==> src/rtl/nms_pkg.sv <==
package nms_pkg;
    parameter int MSG_W   = 8;
    parameter int MAX_DEG = 32;
    localparam int IDX_W  = $clog2(MAX_DEG);
    localparam int DEG_W  = IDX_W + 1;
    localparam int MAG_W  = MSG_W - 1;

    typedef logic [MSG_W-1:0] msg_t;
    typedef logic [MAG_W-1:0] mag_t;

    // Running row summary carried from the scanner to the reply stage
    typedef struct packed {
        mag_t             min1;
        mag_t             min2;
        logic [IDX_W-1:0] idx;
        logic             sx;
    } row_sum_t;

    localparam row_sum_t SUM_INIT = '{min1: '1, min2: '1, idx: '0, sx: 1'b0};

    // Symmetric saturation: the most negative code maps to the largest magnitude
    function automatic mag_t sat_mag(msg_t m);
        msg_t n;
        n = -m;
        if (m == {1'b1, {MAG_W{1'b0}}}) return '1;
        else if (m[MSG_W-1])             return n[MAG_W-1:0];
        else                             return m[MAG_W-1:0];
    endfunction

    // Scale by 0.75 with truncation
    function automatic mag_t normalize(mag_t x);
        return x - (x >> 2);
    endfunction

    function automatic msg_t apply_sign(mag_t m, logic s);
        msg_t p;
        p = {1'b0, m};
        return s ? -p : p;
    endfunction
endpackage

==> src/rtl/nms_row_scan.sv <==
module nms_row_scan
    import nms_pkg::*;
(
    input  logic               clk,
    input  logic               rst,
    input  logic               in_valid,
    input  msg_t               in_msg,
    input  logic               in_first,
    output row_sum_t           sum_nxt,
    output logic [MAX_DEG-1:0] signs_nxt,
    output logic [DEG_W-1:0]   deg_nxt
);
    row_sum_t           sum_q;
    logic [MAX_DEG-1:0] signs_q;
    logic [IDX_W-1:0]   cnt_q;

    row_sum_t           base;
    logic [IDX_W-1:0]   pos;
    mag_t               mag;
    logic               sgn;

    always_comb begin
        base = in_first ? SUM_INIT : sum_q;
        pos  = in_first ? '0 : cnt_q;
        mag  = sat_mag(in_msg);
        sgn  = in_msg[MSG_W-1];

        sum_nxt    = base;
        sum_nxt.sx = base.sx ^ sgn;
        if (mag < base.min1) begin
            sum_nxt.min2 = base.min1;
            sum_nxt.min1 = mag;
            sum_nxt.idx  = pos;
        end else if (mag < base.min2) begin
            sum_nxt.min2 = mag;
        end

        signs_nxt      = in_first ? '0 : signs_q;
        signs_nxt[pos] = sgn;
        deg_nxt        = {1'b0, pos} + 1'b1;
    end

    always_ff @(posedge clk) begin
        if (rst) begin
            sum_q   <= SUM_INIT;
            signs_q <= '0;
            cnt_q   <= '0;
        end else if (in_valid) begin
            sum_q   <= sum_nxt;
            signs_q <= signs_nxt;
            cnt_q   <= pos + 1'b1;
        end
    end

    // the running smallest never exceeds the running second smallest
    assert_min_order_R2: assert property (@(posedge clk) disable iff (rst)
        sum_q.min1 <= sum_q.min2);
endmodule

==> src/rtl/nms_reply_gen.sv <==
module nms_reply_gen
    import nms_pkg::*;
(
    input  logic               clk,
    input  logic               rst,
    input  logic               load,
    input  row_sum_t           sum_in,
    input  logic [MAX_DEG-1:0] signs_in,
    input  logic [DEG_W-1:0]   deg_in,
    output logic               out_valid,
    output msg_t               out_msg,
    output logic               out_first,
    output logic               out_last
);
    row_sum_t           snap_q;
    logic [MAX_DEG-1:0] sign_q;
    logic [DEG_W-1:0]   deg_q;
    logic [IDX_W-1:0]   edge_q;
    logic               active_q;

    logic               at_end;
    mag_t               pick;

    always_comb begin
        at_end    = ({1'b0, edge_q} == deg_q - 1'b1);
        pick      = (edge_q == snap_q.idx) ? snap_q.min2 : snap_q.min1;
        out_msg   = apply_sign(normalize(pick), snap_q.sx ^ sign_q[edge_q]);
        out_valid = active_q;
        out_first = active_q && (edge_q == '0);
        out_last  = active_q && at_end;
    end

    always_ff @(posedge clk) begin
        if (rst) begin
            snap_q   <= SUM_INIT;
            sign_q   <= '0;
            deg_q    <= '0;
            edge_q   <= '0;
            active_q <= 1'b0;
        end else if (load) begin
            snap_q   <= sum_in;
            sign_q   <= signs_in;
            deg_q    <= deg_in;
            edge_q   <= '0;
            active_q <= 1'b1;
        end else if (active_q) begin
            if (at_end) active_q <= 1'b0;
            else        edge_q   <= edge_q + 1'b1;
        end
    end

    assert_first_after_last_R7: assert property (@(posedge clk) disable iff (rst)
        load |=> (out_valid && out_first));

    assert_back_to_back_R7: assert property (@(posedge clk) disable iff (rst)
        (out_valid && !out_last && !load) |=> (out_valid && edge_q == $past(edge_q) + 1'b1));

    assert_quiet_after_row_R1: assert property (@(posedge clk) disable iff (rst)
        (out_valid && out_last && !load) |=> !out_valid);

    assert_scaled_bound_R5: assert property (@(posedge clk) disable iff (rst)
        out_valid |-> ($signed(out_msg) <= 96 && $signed(out_msg) >= -96));
endmodule

==> src/rtl/nms_check_unit.sv <==
module nms_check_unit
    import nms_pkg::*;
(
    input  logic             clk,
    input  logic             rst,
    input  logic             in_valid,
    input  logic [MSG_W-1:0] in_msg,
    input  logic             in_first,
    input  logic             in_last,
    output logic             out_valid,
    output logic [MSG_W-1:0] out_msg,
    output logic             out_first,
    output logic             out_last
);
    row_sum_t           sum_nxt;
    logic [MAX_DEG-1:0] signs_nxt;
    logic [DEG_W-1:0]   deg_nxt;

    nms_row_scan scan_i (
        .clk       (clk),
        .rst       (rst),
        .in_valid  (in_valid),
        .in_msg    (in_msg),
        .in_first  (in_first),
        .sum_nxt   (sum_nxt),
        .signs_nxt (signs_nxt),
        .deg_nxt   (deg_nxt)
    );

    nms_reply_gen reply_i (
        .clk       (clk),
        .rst       (rst),
        .load      (in_valid && in_last),
        .sum_in    (sum_nxt),
        .signs_in  (signs_nxt),
        .deg_in    (deg_nxt),
        .out_valid (out_valid),
        .out_msg   (out_msg),
        .out_first (out_first),
        .out_last  (out_last)
    );
endmodule

==> config.mk <==
export PLATFORM = sky130hd
export DESIGN_NAME = nms_check_unit
export DESIGN_NICKNAME = d
export VERILOG_FILES = /design/src/rtl/nms_pkg.sv /design/src/rtl/nms_row_scan.sv /design/src/rtl/nms_reply_gen.sv /design/src/rtl/nms_check_unit.sv
export SDC_FILE = /design/constraint.sdc
export NUM_CORES = 1
export LEC_CHECK = 0
export BUFFER_PORTS_ARGS = -buffer_cell sky130_fd_sc_hd__buf_2
export CAP_MARGIN = 40
export CORE_UTILIZATION = 25
export DETAILED_ROUTE_END_ITERATION = 16
export SETUP_SLACK_MARGIN = 0.1
export SLEW_MARGIN = 10
export SYNTH_ARGS = -nofsm -noshare
export SYNTH_HDL_FRONTEND = slang
export SYNTH_SLANG_ARGS = --single-unit
==> constraint.sdc <==
create_clock -name clk -period 8.4 [get_ports clk]
set_input_delay 0 -clock clk [delete_from_list [all_inputs] [get_ports clk]]
set_output_delay 0 -clock clk [all_outputs]
set_load 0.01 [all_outputs]
==> results by group, run 1 <==
Critical path
  – Worst reg2reg path depth: 10
  – R2R Path End: reply_i.snap_q[12]
  – Setup crit end: out_msg[6]
  – CP required: 8.40 ns
  – CP Launch Type: flip-flop
  – Worst reg2reg startpoint: scan_i.sum_q[14]
  – Reg-to-reg slack, setup: 5.44 ns
  – CP endpoint kind: output pin
  – Worst Setup SP: reply_i.edge_q[0]
  – Worst Path Max Fanout: 14
  – Critical path type: reg2out
  – Arrival @ worst endpoint: 4.70 ns

Floorplanning
  – Io pins: 24
  – Die Wd: 167.3 um
  – Die area: 28,000 um^2
  – Chip Height: 167.3 um
  – Core outline area: 26,880 um^2
  – Starting density of the core: 25.43%
  – # rows: 60

Timing
  – RSZ-0062 raised after global routing: false
  – Period minus WS final: 4.699 ns
  – Final hold violation count: 0
  – Final Skew: 0.01111 ns
  – Endpoints failing setup: 0
  – Rel. slew slack: 41.42%
  – Fmax: 0.2128 GHz
  – Setup TNS: 0 ns
  – Final slew viol count: 0
  – Slew @ Worst Pin: 0.8720 ns
  – Final period utilization: 55.94%

Flow run
  – MaxCap Viol Count: 0

Global route
  – Pin count of the biggest net entering global routing: 85
  – First-pass GRT wire length: 28.71 mm
  – GRT Util Overall: 12.76%
  – Global route overflow: 0
  – Met1 Use GR: 16.30%
  – Initial antenna violation count: 0
  – Gr busiest metal: met2
  – Vias in the first global route: 5,566
  – Met2 Track Usage GR: 20.87%
  – Met3 usage: 3.073%

Routing
  – WL per Instance: 14.85 um
  – TritonRoute pass-1 iters: 5
  – DRC viols: 0
  – Via count: 6,000
  – Initial drt markers: 388
  – Drt total wl: 17.33 mm
  – Post-route ant nets: 0
  – Vias per cell: 5.141

Yosys
  – Post-synth EDFFs: 0
  – Top FF cell, synth: dfxtp_1
  – Cells after synthesis: 828
  – Fraction of registers with async set/reset: 0%
  – Post-synthesis cell area: 6834 um^2
  – Unique masters post-synth: 69
  – Net Count, Synth: 866
  – Sequential share of the synthesized area: 35.44%
  – Post-synthesis register bit count: 121
  – Synth Warn #: 0
  – Syn_area_per_cell: 8.254 um^2

CTS
  – Resized Gates After CTS: 0
  – Setup Fix Bufs, Post-CTS: 0
  – Worst-Skew Late Latency: 0.42 ns
  – CTS Sinks: 121
  – CTS tree: yes
  – # H-tree levels: 4
  – Deepest clock path buffer count: 2
  – Cts bufs inserted: 17
  – Root buffer cell: clkbuf_16
  – Hold_buf cts: 1
  – Clock-pin slew on the worst setup and hold paths: 0.05 ns

Final layout
  – Area Growth Syn to Fin: 15.14%
  – Antenna cells: 0
  – NumNets Final: 851
  – Fillers: 2,836
  – Layout cell share with drive strength beyond 1: 11.50%
  – Fin util: 29.28%

Power and ir drop
  – Leakage power: 2.896 nW
  – Pwr Density: 206.2 nW/um^2
  – Peak VDD IR: 0.0001005 V

Status
  – Status: completed

Placed design
  – Post-DP HPWL: 11.52 mm
  – PortBufs: 23
  – Gpl congestion: 0.8703

Min path
  – Hold Crit Class: in2reg
[kinds of logic after synthesis]
kind of cell | synth area share (%)
DFF | 35.44
and+or+nand+nor | 18.75
muxes | 6.206
buffers and inverters | 5.858
AOI/OAI and AO/OA | 24.92
adders and majority gates | 4.833
xor gates and xnor gates | 3.991
[stage by stage]
stage	hold slack [ns]	setup WS, ns	power (mW)	std cells	instance area (um^2)
after CTS	0.01507	3.629	1.637	1167	7869
after global placement	0.4314	4.229	0.8571	1130	7158
final	0.04227	3.701	1.623	1167	7869
after floorplan	0.2210	4.886	0.7999	828	6834
after global routing	0.07371	3.301	1.695	1167	7869
after detailed placement	0.4189	4.094	0.8646	1134	7226
[flip-flops by register name, indices dropped and copies added (netlist names)]
register           flops
scan_i.sum_q          20
reply_i.snap_q        20
reply_i.edge_q         5
reply_i.deg_q          6
scan_i.signs_q        32
scan_i.cnt_q           5
reply_i.sign_q        32
reply_i.out_valid      1
[final cells by class]
class | instances | area (um^2) | area share (%)
clock buffers | 22 | 494.2 | 6.281
clock inverters | 10 | 138.9 | 1.765
inverters | 31 | 116.4 | 1.479
multi-input cells | 609 | 4040 | 51.34
flip-flops and latches | 121 | 2422 | 30.78
well taps | 341 | 426.7 | 5.422
repair buffers | 33 | 230.2 | 2.926
[where the power goes]
group	internal, mW	leakage (nW)	switching, mW	total [mW]
clock network	0.506	0.312	0.263	0.769
registers	0.596	0.987	0.0191	0.615
logic	0.0963	1.60	0.143	0.239
total	1.20	2.90	0.425	1.62
[routing by layer]
metal / part of all wire (%) / wire, um
met4: 1.7 / 297
met5: 0 / 0
met1: 48 / 8257
met3: 4.3 / 748
met2: 46 / 8023
[worst min path at each step]
stage,start,end,cells after the start
global route,in_msg[0],scan_i.sum_q[13],5
detailed placement,in_valid,scan_i.sum_q[11],3
floorplan,in_msg[0],scan_i.sum_q[13],4
global placement,reply_i.sign_q[8],reply_i.sign_q[8],2
CTS,in_msg[0],scan_i.sum_q[13],5
finish,in_msg[0],scan_i.sum_q[13],5
[cell usage in the layout, fill, tap and decap left out, types with 4 or more instances in the layout]
cell         n
xor2_1       6
nand3_1     10
a221oi_1     7
inv_1       29
o22ai_1      9
a311oi_1     4
nor3_1      29
o22a_1      11
o21ai_0     59
a31oi_1     36
o21ai_1      4
nand2_1     62
buf_2       24
dfxtp_1    121
buf_4        6
nor2_1      87
ha_1        24
or3_1        4
xnor2_1     15
clkbuf_8     5
nor2b_1     12
a211oi_1    37
clkbuf_16   17
nand2b_1    42
a211o_1      8
a22oi_1      5
mux4_2      10
a21oi_1     48
mux2i_1     15
[synth_stat cells (3+ instances only)]
cell,count,area share (%)
mux4_2,10,3.3
buf_1,10,0.55
mux2_2,3,0.49
a2bb2oi_1,3,0.38
mux2i_1,15,2.2
and4_1,3,0.38
a221oi_1,8,1.0
a22o_1,3,0.38
nor2_1,87,4.8
xnor2_1,15,1.9
o21bai_1,3,0.33
inv_1,29,1.6
o22a_1,11,1.4
a211oi_1,37,4.1
nand2b_1,42,3.8
nand2_1,62,3.4
xor2_1,6,0.77
buf_2,8,0.59
o21a_1,3,0.33
a311oi_1,4,0.51
nor2b_1,12,1.1
a211o_1,8,1.0
nor3_1,29,2.1
o21ai_0,59,4.3
nand3_1,10,0.73
o22ai_1,9,0.82
o21ai_1,4,0.29
or3_1,4,0.37
a21o_1,3,0.33
dfxtp_1,121,35
clkbuf_1,45,2.5
xnor2_2,3,0.71
ha_1,24,4.4
a31oi_1,36,3.3
a21oi_1,49,3.6
nand4_1,3,0.27
a22oi_1,5,0.55
[critical path: stages, from the launching register on]
cell and delay, ns:
dfxtp_1 0.87, xnor2_1 0.22, nand4_2 0.22, nor2_4 0.41, mux2_4 0.36, ha_1 0.25, fa_1 0.44, a21boi_0 0.20
o21ai_0 0.11, a21oi_1 0.15, a311oi_2 0.08, xnor2_1 0.23, o41ai_1 0.40, xor2_1 0.18, buf_2 0.15
No activity file was read; power rests on OpenSTA's default activity.
==> inputs of run 2 (changes only) <==
==> constraint.sdc (replaced) <==
create_clock -name clk -period 3.9 [get_ports clk]
set_input_delay 0 -clock clk [delete_from_list [all_inputs] [get_ports clk]]
set_output_delay 0 -clock clk [all_outputs]
set_load 0.01 [all_outputs]
==> results by group, run 2 (synthesized netlist as in run 1, its figures left out) <==
Timing
  – Fmax: 0.2758 GHz
  – RSZ-0062 raised after global routing: false
  – Endpoints failing setup: 0
  – Final slew viol count: 0
  – Final Skew: 0.009151 ns
  – Final period utilization: 92.97%
  – Rel. slew slack: 43.32%
  – Slew @ Worst Pin: 0.8502 ns
  – Setup TNS: 0 ns
  – Period minus WS final: 3.626 ns
  – Final hold violation count: 0

Floorplanning
  – Die Wd: 167.3 um
  – Die area: 28,000 um^2
  – Io pins: 24
  – Starting density of the core: 25.43%
  – Core outline area: 26,880 um^2
  – # rows: 60
  – Chip Height: 167.3 um

Critical path
  – Worst reg2reg startpoint: scan_i.sum_q[14]
  – Cell chain of the critical path: xnor2_2, nand4_4, nor2_4, mux2_4, ha_4, fa_2, buf_4, xnor3_2, o41ai_2, xor2_1, buf_2
  – Reg-to-reg slack, setup: 1.21 ns
  – Arrival @ worst endpoint: 3.63 ns
  – Worst Setup SP: reply_i.snap_q[5]
  – CP Launch Type: flip-flop
  – CP endpoint kind: output pin
  – Worst path top cell family by delay: XOR/XNOR gates
  – CP required: 3.90 ns
  – CP max stage cell: xnor3_2
  – Critical path type: reg2out
  – CP max stage delay: 0.46 ns
  – Worst Path Max Fanout: 7
  – Buf/Inv on CP: 2

CTS
  – CTS Sinks: 121
  – Worst-Skew Late Latency: 0.41 ns
  – Deepest clock path buffer count: 2
  – Clock-pin slew on the worst setup and hold paths: 0.05 ns
  – Cts bufs inserted: 17
  – Root buffer cell: clkbuf_16
  – CTS tree: yes
  – # H-tree levels: 4

Power and ir drop
  – Net Switching: 0.9492 mW
  – Pwr Density: 428.7 nW/um^2
  – Clock power share: 44.9%
  – Switch share: 27.32%
  – Comb pwr share: 17.2%
  – Seq pwr share: 37.9%
  – P_int: 2.526 mW
  – Peak VDD IR: 0.0002699 V
  – Leakage power: 2.987 nW

Routing
  – Via count: 5,975
  – WL per Instance: 14.98 um
  – DRC viols: 0
  – Post-route ant nets: 0
  – TritonRoute pass-1 iters: 8
  – Initial drt markers: 431
  – Vias per cell: 5.038
  – Drt total wl: 17.76 mm

Global route
  – First-pass GRT wire length: 28.97 mm
  – Pin count of the biggest net entering global routing: 57
  – Initial antenna violation count: 1
  – Vias in the first global route: 5,584
  – GRT Util Overall: 12.96%
  – Global route overflow: 0

Placed design
  – Placed cell area: 7276 um^2
  – PortBufs: 23
  – Gpl congestion: 0.8749
  – Post-DP HPWL: 11.84 mm

Final layout
  – Fillers: 2,823
  – Area Growth Syn to Fin: 18.62%
  – Largest regs: reply_i.sign_q: 32 flops, scan_i.signs_q: 32 flops
  – Antenna cells: 0
  – Multi-input logic area: 4194 um^2
  – Final instance area: 8107 um^2
  – Layout cell share with drive strength beyond 1: 16.21%
  – Commonest cells after routing, fill and taps aside: 116 x dfxtp_1, 87 x nor2_1, 62 x nand2_1
  – NumNets Final: 870
  – Register area: 2431 um^2
  – Commonest non-fill, non-tap cell in the layout: dfxtp_1

Min path
  – Hold Crit Class: in2reg
  – Hold path startpoint: in_msg[0]

Flow run
  – MaxCap Viol Count: 0

Status
  – Status: completed
-- run 2: cell types whose count changed in the layout (fill, tap and decap cells not counted), moves of 3 or more --
cell        previous run  this run
dfxtp_2                0         4
dfxtp_1              121       116
clkinvlp_4             1         4
buf_4                  6        23
-- run 2: stage by stage --
step | setup WS (ns) | hold slack, ns | util (%) | instances | power, mW
after floorplan | 0.3865 | 0.2210 | - | 828 | 1.723
after global placement | 0.3272 | 0.3776 | 26.94 | 1141 | 1.861
after detailed placement | 0.2398 | 0.3951 | 27.07 | 1145 | 1.870
after CTS | 0.1022 | 0.02175 | 29.52 | 1178 | 3.449
after global routing | 0.07054 | 0.05183 | 30.16 | 1186 | 3.633
final | 0.2742 | 0.04651 | 30.16 | 1186 | 3.475
-- run 2: worst paths after layout --
kind,end,cells after the start
max,out_msg[6],11
min,scan_i.sum_q[13],5
max reg2reg,reply_i.snap_q[12],10
min reg2reg,reply_i.sign_q[22],2
-- run 2: power groups by stage --
| stage | clock, mW | sequential [mW] | combinational, mW |
|---|---|---|---|
| after floorplan | 0 | 1.33 | 0.390 |
| after global placement | 0 | 1.34 | 0.519 |
| after detailed placement | 0 | 1.34 | 0.528 |
| after CTS | 1.59 | 1.32 | 0.544 |
| after global routing | 1.65 | 1.32 | 0.657 |
| final | 1.56 | 1.32 | 0.598 |
-- run 2: routing by layer --
| metal | up-vias | share of wire (%) | GRT usage, % |
|---|---|---|---|
| met5 | - | 0.073 | 0 |
| met4 | 2 | 1.8 | 5.185 |
| met3 | 23 | 4.3 | 2.765 |
| met2 | 128 | 46 | 20.62 |
| met1 | 2811 | 48 | 17.03 |
| li1 | 3011 | - | - |
-- run 2: area by class of cell --
cell class              instances  share of cell area [%]
clock buffers                  22                   5.850
clock inverters                10                   1.451
inverters                      31                   1.466
multi-input cells             609                   51.74
flip-flops and latches        121                   29.99
well taps                     341                   5.263
repair buffers                 52                   4.244
-- run 2: tightest hold or removal path: stages --
cell and delay [ns]:
buf_2 0.14, a31oi_1 0.08, inv_1 0.07, o22ai_1 0.06
nand2b_1 0.06
-- run 2: timing repair --
action | CTS | global route
hold buffers | 1 | 0
gates resized for setup | 9 | 30
setup buffers | 0 | 8
endpoints found under the setup margin | 4 | 4
hold endpoints to repair | 1 | 0
pin swaps | 3 | 20
